File: src/rtl/uart_tx_pkg.sv
package uart_tx_pkg;
  typedef enum logic {
    REG_DATA = 1'b0,
    REG_STAT = 1'b1
  } reg_sel_e;

  function automatic int frame_bits(int dw, bit par);
    return dw + 2 + (par ? 1 : 0);
  endfunction
endpackage

File: src/rtl/tx_baud.sv
module tx_baud #(
  parameter int BAUD_DIV = 16
) (
  input  logic clk_i,
  input  logic rst_ni,
  input  logic restart_i,
  input  logic run_i,
  output logic tick_o
);
  localparam int CW = (BAUD_DIV > 1) ? $clog2(BAUD_DIV) : 1;
  localparam logic [CW-1:0] RELOAD = CW'(BAUD_DIV - 1);

  logic [CW-1:0] cnt_q;

  always_ff @(posedge clk_i or negedge rst_ni) begin
    if (!rst_ni)                cnt_q <= '0;
    else if (restart_i)         cnt_q <= RELOAD;
    else if (run_i) begin
      if (cnt_q == '0)          cnt_q <= RELOAD;
      else                      cnt_q <= cnt_q - 1'b1;
    end
  end

  assign tick_o = run_i && (cnt_q == '0);

  // bit period counter never leaves its range
  a_r4_cnt_bound: assert property (@(posedge clk_i) disable iff (!rst_ni)
    cnt_q <= RELOAD);
  // restart always yields a full period before the next tick
  a_r4_restart_full: assert property (@(posedge clk_i) disable iff (!rst_ni)
    restart_i |=> (cnt_q == RELOAD));
endmodule

File: src/rtl/tx_hold_reg.sv
module tx_hold_reg #(
  parameter int DATA_W = 8
) (
  input  logic              clk_i,
  input  logic              rst_ni,
  input  logic              wr_i,
  input  logic [DATA_W-1:0] wdata_i,
  input  logic              shift_ready_i,
  output logic              valid_o,
  output logic              load_o,
  output logic [DATA_W-1:0] data_o
);
  logic              valid_q;
  logic [DATA_W-1:0] data_q;

  assign load_o  = valid_q && shift_ready_i;
  assign valid_o = valid_q;
  assign data_o  = data_q;

  always_ff @(posedge clk_i or negedge rst_ni) begin
    if (!rst_ni) begin
      valid_q <= 1'b0;
      data_q  <= '0;
    end else if (!valid_q) begin
      if (wr_i) begin
        valid_q <= 1'b1;
        data_q  <= wdata_i;
      end
    end else if (load_o) begin
      valid_q <= 1'b0;
    end
    // write while full is dropped
  end

  // held character cannot change until it is handed off
  a_r6_hold_stable: assert property (@(posedge clk_i) disable iff (!rst_ni)
    (valid_q && !load_o) |=> (valid_q && $stable(data_q)));
  // handoff empties the holding register
  a_r3_handoff_frees: assert property (@(posedge clk_i) disable iff (!rst_ni)
    load_o |=> !valid_q);
endmodule

File: src/rtl/tx_shift.sv
module tx_shift #(
  parameter int DATA_W    = 8,
  parameter int BAUD_DIV  = 16,
  parameter bit PARITY_EN = 1'b1
) (
  input  logic              clk_i,
  input  logic              rst_ni,
  input  logic              load_i,
  input  logic [DATA_W-1:0] data_i,
  output logic              busy_o,
  output logic              ready_o,
  output logic              txd_o
);
  import uart_tx_pkg::*;

  localparam int NB = frame_bits(DATA_W, PARITY_EN);
  localparam int BW = $clog2(NB);

  logic [NB-1:0] frame;
  logic [NB-1:0] shreg_q;
  logic [BW-1:0] bcnt_q;
  logic          busy_q;
  logic          tick;
  logic          last;

  generate
    if (PARITY_EN) begin : g_par
      assign frame = {1'b1, ^data_i, data_i, 1'b0};
    end else begin : g_nopar
      assign frame = {1'b1, data_i, 1'b0};
    end
  endgenerate

  tx_baud #(.BAUD_DIV(BAUD_DIV)) u_baud (
    .clk_i     (clk_i),
    .rst_ni    (rst_ni),
    .restart_i (load_i),
    .run_i     (busy_q),
    .tick_o    (tick)
  );

  assign last    = busy_q && tick && (bcnt_q == '0);
  assign ready_o = !busy_q || last;
  assign busy_o  = busy_q;
  assign txd_o   = busy_q ? shreg_q[0] : 1'b1;

  always_ff @(posedge clk_i or negedge rst_ni) begin
    if (!rst_ni) begin
      shreg_q <= '1;
      bcnt_q  <= '0;
      busy_q  <= 1'b0;
    end else if (load_i) begin
      shreg_q <= frame;
      bcnt_q  <= BW'(NB - 1);
      busy_q  <= 1'b1;
    end else if (busy_q && tick) begin
      if (bcnt_q == '0) begin
        busy_q <= 1'b0;
      end else begin
        shreg_q <= {1'b1, shreg_q[NB-1:1]};
        bcnt_q  <= bcnt_q - 1'b1;
      end
    end
  end

  // line high whenever idle
  a_r10_idle_high: assert property (@(posedge clk_i) disable iff (!rst_ni)
    !busy_q |-> txd_o);
  // a load starts a frame with a low start bit
  a_r4_start_low: assert property (@(posedge clk_i) disable iff (!rst_ni)
    load_i |=> (busy_q && !txd_o));
  // shifter only accepts at idle or at the final bit edge
  a_r5_load_window: assert property (@(posedge clk_i) disable iff (!rst_ni)
    (busy_q && !last) |-> !load_i);
endmodule

File: src/rtl/uart_tx_hold.sv
module uart_tx_hold #(
  parameter int DATA_W    = 8,
  parameter int BAUD_DIV  = 16,
  parameter bit PARITY_EN = 1'b1
) (
  input  logic              clk_i,
  input  logic              rst_ni,
  input  logic              addr_i,
  input  logic              wr_en_i,
  input  logic              rd_en_i,
  input  logic [DATA_W-1:0] wdata_i,
  output logic [DATA_W-1:0] rdata_o,
  output logic              trdy_o,
  output logic              tmt_o,
  output logic              txd_o
);
  import uart_tx_pkg::*;

  logic              hold_valid;
  logic              load;
  logic [DATA_W-1:0] hold_data;
  logic              sh_busy;
  logic              sh_ready;
  logic              data_wr;
  logic [DATA_W-1:0] status;
  logic [DATA_W-1:0] rdata_q;

  assign data_wr = wr_en_i && (reg_sel_e'(addr_i) == REG_DATA);

  tx_hold_reg #(.DATA_W(DATA_W)) u_hold (
    .clk_i         (clk_i),
    .rst_ni        (rst_ni),
    .wr_i          (data_wr),
    .wdata_i       (wdata_i),
    .shift_ready_i (sh_ready),
    .valid_o       (hold_valid),
    .load_o        (load),
    .data_o        (hold_data)
  );

  tx_shift #(.DATA_W(DATA_W), .BAUD_DIV(BAUD_DIV), .PARITY_EN(PARITY_EN)) u_shift (
    .clk_i   (clk_i),
    .rst_ni  (rst_ni),
    .load_i  (load),
    .data_i  (hold_data),
    .busy_o  (sh_busy),
    .ready_o (sh_ready),
    .txd_o   (txd_o)
  );

  assign trdy_o = !hold_valid;
  assign tmt_o  = !hold_valid && !sh_busy;
  assign status = {{(DATA_W-2){1'b0}}, tmt_o, trdy_o};

  always_ff @(posedge clk_i or negedge rst_ni) begin
    if (!rst_ni)                                          rdata_q <= '0;
    else if (rd_en_i && reg_sel_e'(addr_i) == REG_STAT)   rdata_q <= status;
    else                                                  rdata_q <= '0;
  end
  assign rdata_o = rdata_q;

  // accepted write drops trdy
  a_r2_trdy_drop: assert property (@(posedge clk_i) disable iff (!rst_ni)
    (data_wr && trdy_o) |=> !trdy_o);
  // data location reads as zero
  a_r7_data_read_zero: assert property (@(posedge clk_i) disable iff (!rst_ni)
    (rd_en_i && !addr_i) |=> (rdata_o == '0));
  // empty flag implies both stages idle
  a_r9_tmt_both: assert property (@(posedge clk_i) disable iff (!rst_ni)
    tmt_o |-> (trdy_o && txd_o));
endmodule

File: config.mk
export PLATFORM = sky130hd
export DESIGN_NAME = uart_tx_hold
export DESIGN_NICKNAME = d
export VERILOG_FILES = /design/src/rtl/uart_tx_pkg.sv /design/src/rtl/tx_baud.sv /design/src/rtl/tx_hold_reg.sv /design/src/rtl/tx_shift.sv /design/src/rtl/uart_tx_hold.sv
export SDC_FILE = /design/constraint.sdc
export NUM_CORES = 1
export LEC_CHECK = 0
export BUFFER_PORTS_ARGS = -buffer_cell sky130_fd_sc_hd__buf_2
export CAP_MARGIN = 10
export CELL_PAD_IN_SITES_DETAIL_PLACEMENT = 1
export CELL_PAD_IN_SITES_GLOBAL_PLACEMENT = 1
export CORE_MARGIN = 2
export CORE_UTILIZATION = 46
export DETAILED_ROUTE_END_ITERATION = 10
export GPL_TIMING_DRIVEN = 0
export PLACE_DENSITY = 0.86
export SYNTH_ARGS = -nofsm -noshare
export SYNTH_HDL_FRONTEND = slang
export SYNTH_SLANG_ARGS = --single-unit
File: constraint.sdc
create_clock -name clk_i -period 4.8 [get_ports clk_i]
set_input_delay 0.48 -clock clk_i [delete_from_list [all_inputs] [get_ports clk_i]]
set_output_delay 0.48 -clock clk_i [all_outputs]
set_load 0.01 [all_outputs]
# Word-level counts from Yosys, hierarchy flattened
# Index checks and enable logic that the tools add are counted.
# Widths: inputs -> output; s select.
[totals]
ff_bits = 31
in_bits = 13
out_inout_bits = 11
word_cells = 48
[op_classes]
addsub = 2
n_eq_ne = 1
muxes = 17
bitwise = 2
reduce_logical = 19
[op_table]
columns = ["op", "n"]
rows = [
  ["$mux 11", 3],
  ["$mux 4", 6],
  ["$logic_not 4->1", 2],
  ["$reduce_xor 8->1", 1],
  ["$sub 4x1->4 const B", 2],
  ["$logic_and 1x1->1", 7],
  ["$mux 1", 7],
  ["$reduce_and 2->1", 3],
  ["$reduce_bool 2->1", 3],
  ["$logic_not 1->1", 2],
  ["$mux 2", 1],
  ["$ne 2x2->1 const B", 1],
  ["$not 1->1", 2],
  ["$logic_or 1x1->1", 1],
]

# Logic depth before layout (Yosys ltp)
[logic_depth]
ltp_word = 8
mapped_depth = 7
depth_no_buf = 6

# Cells and area by module
# Synthesis repeated with hierarchy kept, for this count alone.
[hier_totals]
hier_cells = 145
hier_area_um2 = 1591.5
[modules_own_cells]
columns = ["module", "instances", "cells_per_inst", "area_each_um2", "seq_area_each_um2"]
rows = [
  ["tx_shift", 1, 86, 840.8, 387.9],
  ["tx_hold_reg", 1, 22, 385.4, 225.2],
  ["tx_baud", 1, 23, 230.2, 100.1],
  ["uart_tx_hold", 1, 14, 135.1, 50.0],
]

# Least setup slack after synthesis
# Ideal clock, no wire load.
[synth_path]
kind = "register -> register"
start = "register u_shift.u_baud.cnt_q[0]"
end = "register u_shift.shreg_q[3]"
setup_ns = 0.083
arrival_ns = 1.662
required_time_ns = 4.717
path_slack_ns = 3.055
stages_incl_launch_ff = 8
path_buffers = 1
period_less_slack_ns = 1.745
cell_sequence = "dfrtp_1 inv_1 ha_1 nor3b_4 nor2_2 or2_4 buf_6 a221o_1"
[synth_between]
elab_chain_len = 8
elab_cells_between_ends = 10
classes_between = "eq/ne (1); mux (1); reduce/logical (8)"
[synth_rtl]
columns = ["item", "line", "rtl"]
rows = [
  ["start: declaration", "tx_baud.sv:13", "logic [CW-1:0] cnt_q;"],
  ["start signal: assignment", "tx_baud.sv:20", "else cnt_q <= cnt_q - 1'b1;"],
  ["$logic_not 4->1 (*)", "tx_baud.sv:24", "assign tick_o = run_i && (cnt_q == '0);"],
  ["$logic_and 1x1->1 (*)", "tx_baud.sv:24", ""],
  ["$logic_and 1x1->1 (*)", "tx_shift.sv:42, tx_shift.sv:56", ""],
  ["$logic_and 1x1->1", "tx_shift.sv:42", "assign last = busy_q && tick && (bcnt_q == '0);"],
  ["$logic_or 1x1->1", "tx_shift.sv:43", "assign ready_o = !busy_q || last;"],
  ["$logic_and 1x1->1", "tx_hold_reg.sv:16", "assign load_o = valid_q && shift_ready_i;"],
  ["$ne 2x2->1 (no line) or $reduce_bool 2->1 (tied branches)", "--", ""],
  ["$reduce_and 2->1 (no line)", "--", ""],
  ["end signal: assignment", "tx_shift.sv:53", "shreg_q <= frame;"],
  ["end signal: assignment", "tx_shift.sv:60", "shreg_q <= {1'b1, shreg_q[NB-1:1]};"],
  ["end: declaration", "tx_shift.sv:20", "logic [NB-1:0] shreg_q;"],
]
# Mark *: on every way between the ends. The rest lies on a longest branch, timed or not.
# A chain may end at the register's enable or synchronous reset.

# Worst setup path after layout
[layout_path]
start = "register u_hold.valid_q, in the netlist u_hold.valid_o"
end = "output tmt_o"
[layout_between]
elab_chain_len = 2
[layout_rtl]
columns = ["item", "line", "rtl"]
rows = [
  ["start: declaration", "tx_hold_reg.sv:13", "logic valid_q;"],
  ["start signal: assignment", "tx_hold_reg.sv:22", "valid_q <= 1'b0;"],
  ["start signal: assignment", "tx_hold_reg.sv:26", "valid_q <= 1'b1;"],
  ["start signal: assignment", "tx_hold_reg.sv:30", "valid_q <= 1'b0;"],
  ["$logic_not 1->1", "--", ""],
  ["$logic_and 1x1->1", "uart_tx_hold.sv:52", "assign tmt_o = !hold_valid && !sh_busy;"],
  ["end: declaration", "uart_tx_hold.sv:14", "output logic tmt_o,"],
]
# No other way between the ends.

==> impl_metrics.env <==
export IMPL_period_share_pct=42.4
export IMPL_max_clock_freq_mhz=492
export IMPL_vias=1113
export IMPL_ys_seq_area_share_pct=50.9
export IMPL_fin_cells=211
export IMPL_port_buffers=17
export IMPL_clockRootBuffer="clkbuf_4"
export IMPL_yosysWarnings=0
export IMPL_synth_area_leader_cell="dfrtp_1"
export IMPL_yosys_register_bits=30
export IMPL_drc=0
export IMPL_dpl_cell_area_um2=1660
export IMPL_outcome="complete, no violations"
export IMPL_p_leak_nw=0.803
export IMPL_grt_pass1_vias=1264
export IMPL_yosys_most_used_dff="dfrtp_1"
export IMPL_antenna_found_initial=0
export IMPL_slew_headroom_pct=54.3
export IMPL_grt_max_degree=31
export IMPL_fin_skew_ns=0.00411
export IMPL_fin_nets=182
export IMPL_drt_iter0_markers=44
export IMPL_syn_inst=137
export IMPL_die_area_um2=3730
export IMPL_grt_overflow=0
export IMPL_ant_nets=0
export IMPL_viasPerCell=5.27
export IMPL_synth_top_area_share_pct=33.4
export IMPL_ctsResizeCount=0
export IMPL_netlist_cell_type_count=38
export IMPL_async_flop_share_pct=100
export IMPL_hold_viol=0
export IMPL_die_w_um=61.1
export IMPL_clkTransAtPathRegs_ns=0.09
export IMPL_grt_usage_pct=22.2
export IMPL_critPathKind="reg2out"
export IMPL_htree_levels=2
export IMPL_setup_ws_ns=2.77
export IMPL_num_rows=20
export IMPL_max_cap_violations=0
export IMPL_ys_top_cells_by_area="dfrtp_1 33%, dfstp_2 18%, mux2_2 6.8%"
export IMPL_finalMaxSlewViolations=0
export IMPL_wire_per_inst_um=16.4
export IMPL_syn_cell_area_um2=1500
export IMPL_coreArea_um2=3080
export IMPL_hp_class="in2async"
export IMPL_critPathArrivalTime_ns=1.55
export IMPL_avgSynthCellArea_um2=10.9
export IMPL_hold_buffers=0
export IMPL_clkSinkCount=30
export IMPL_p_per_area_nw_per_um2=601
export IMPL_clk_latency_ns=0.33
export IMPL_area_sequential_um2=763
export IMPL_required_ns=4.32
export IMPL_n_antenna_cell=0
export IMPL_area_growth_pct=15.9
export IMPL_num_fill_cells=342
export IMPL_dp_cells=203
export IMPL_setup_violations=0
export IMPL_dpl_worst_slack_ns=2.85
export IMPL_finalSetupTns_ns=0
export IMPL_start_util_pct=48.7
export IMPL_synth_edf_count=0
export IMPL_place_congestion=0.775
export IMPL_ir_drop_uv=298
export IMPL_grt_pass1_wl_mm=5.85
export IMPL_drive_gt1_share_pct=38.3
export IMPL_clk_path_buf_depth=2
export IMPL_rsz0062_at_grt="false"
export IMPL_wirelength_mm=3.45
export IMPL_cp_start_kind="flip-flop"
export IMPL_endpoint_kind="primary output"
export IMPL_total_power_mw=1.04
export IMPL_timing_final_crit_period_ns=2.03
export IMPL_multi_input_area_um2=642
export IMPL_post_dp_hpwl_mm=2.55
export IMPL_cts_tree="built"
export IMPL_die_h_um=61.1
export IMPL_cts_setup_buffers=0
export IMPL_numCtsBuffers=5
export IMPL_critical_path_max_fanout=10
export IMPL_tightestPinTransition_ns=0.685
export IMPL_ios=24
export IMPL_final_area_um2=1740
export IMPL_drt_pass1_iter_count=4
==> routing by layer <==
| layer | global-route usage (%) | vias to the layer above | share of wire [%] | wire length (um) |
|---|---|---|---|---|
| met5 | 0 | - | 0 | 0 |
| li1 | - | 521 | - | - |
| met4 | 10.6 | 0 | 4.0 | 139 |
| met1 | 23.8 | 547 | 39 | 1350 |
| met3 | 6.93 | 13 | 4.3 | 148 |
| met2 | 39.5 | 32 | 53 | 1820 |
==> cell families after synthesis <==
group	count (synthesis)	share of synthesized area (%)
compound gates	23	12.5
fa+ha+maj	3	2.50
flops	30	50.9
xor+xnor	8	4.67
mux	9	6.76
other cells	1	0.250
buf+inv	21	7.51
simple gates	42	14.9
==> cells in the final DEF, fill, tap and decap left out, types with 5 or more instances in the layout <==
cell	instances
a21oi_1	5
a221o_1	6
buf_2	20
buf_4	6
clkbuf_4	5
conb_1	6
dfrtp_1	20
dfstp_2	10
inv_1	8
mux2_2	9
nand2_1	10
nor2_1	14
xnor2_1	8
==> final timing paths <==
path	start	to	slack (ns)	cells after the start
max in group asynchronous	rst_ni	u_hold.data_o[3]	4.18	1
worst max-delay path	u_hold.valid_o	tmt_o	2.77	4
worst max register to register	u_shift.u_baud.cnt_q[0]	u_shift.shreg_q[7]	2.79	7
min in group clk_i	wdata_i[3]	u_hold.data_o[3]	0.38	2
worst min-delay path	rst_ni	u_shift.u_baud.cnt_q[0]	0.18	1
worst min register to register	u_shift.shreg_q[9]	u_shift.shreg_q[9]	0.51	2
==> synth_stat cells (2+ instances only) <==
cell	number
a21oi_1	5
a221o_1	6
a221o_2	2
buf_2	3
buf_4	6
clkbuf_1	3
dfrtp_1	20
dfstp_2	10
ha_1	3
inv_1	8
mux2_2	9
nand2_1	10
nand2b_1	2
nor2_1	14
nor3_1	3
o31ai_1	3
or4_1	2
xnor2_1	8
==> sequential cells by signal, indices dropped and copies added, names as in the netlist <==
name                  count
u_shift.busy_o            1
u_hold.valid_o            1
u_shift.u_baud.cnt_q      4
u_shift.shreg_q          10
u_hold.data_o             8
rdata_o                   2
u_shift.bcnt_q            4
==> area by class of cell <==
cell class	count	area share (%)
flip-flops and latches	30	43.9
plain buffers	13	4.76
clock buffers	8	4.54
multi-input cells	91	37.0
repair buffers	17	4.90
well taps	44	3.17
inverters	8	1.73
==> metrics by stage <==
| step | hold WS, ns | utilization, % |
|---|---|---|
| 3_3_place_gp | 0.470 | 53.9 |
| 2_1_floorplan | 0.184 | - |
| 3_5_place_dp | 0.494 | 53.9 |
| 4_1_cts | 0.184 | 56.4 |
| 5_1_grt | 0.201 | 56.4 |
| 6_report | 0.178 | 56.4 |
==> critical path: stages, from the launching register on <==
cell	delay, ns
dfrtp_1	0.33
buf_2	0.19
clkbuf_1	0.41
nor2_1	0.13
buf_2	0.17
==> power by group <==
part	switching (mW)	total, mW	leakage, nW	internal [mW]
combinational	0.178	0.387	0.419	0.208
sequential	0.0931	0.469	0.340	0.375
clock	0.0893	0.189	0.0446	0.100
No activity file was read; power rests on OpenSTA's default activity.
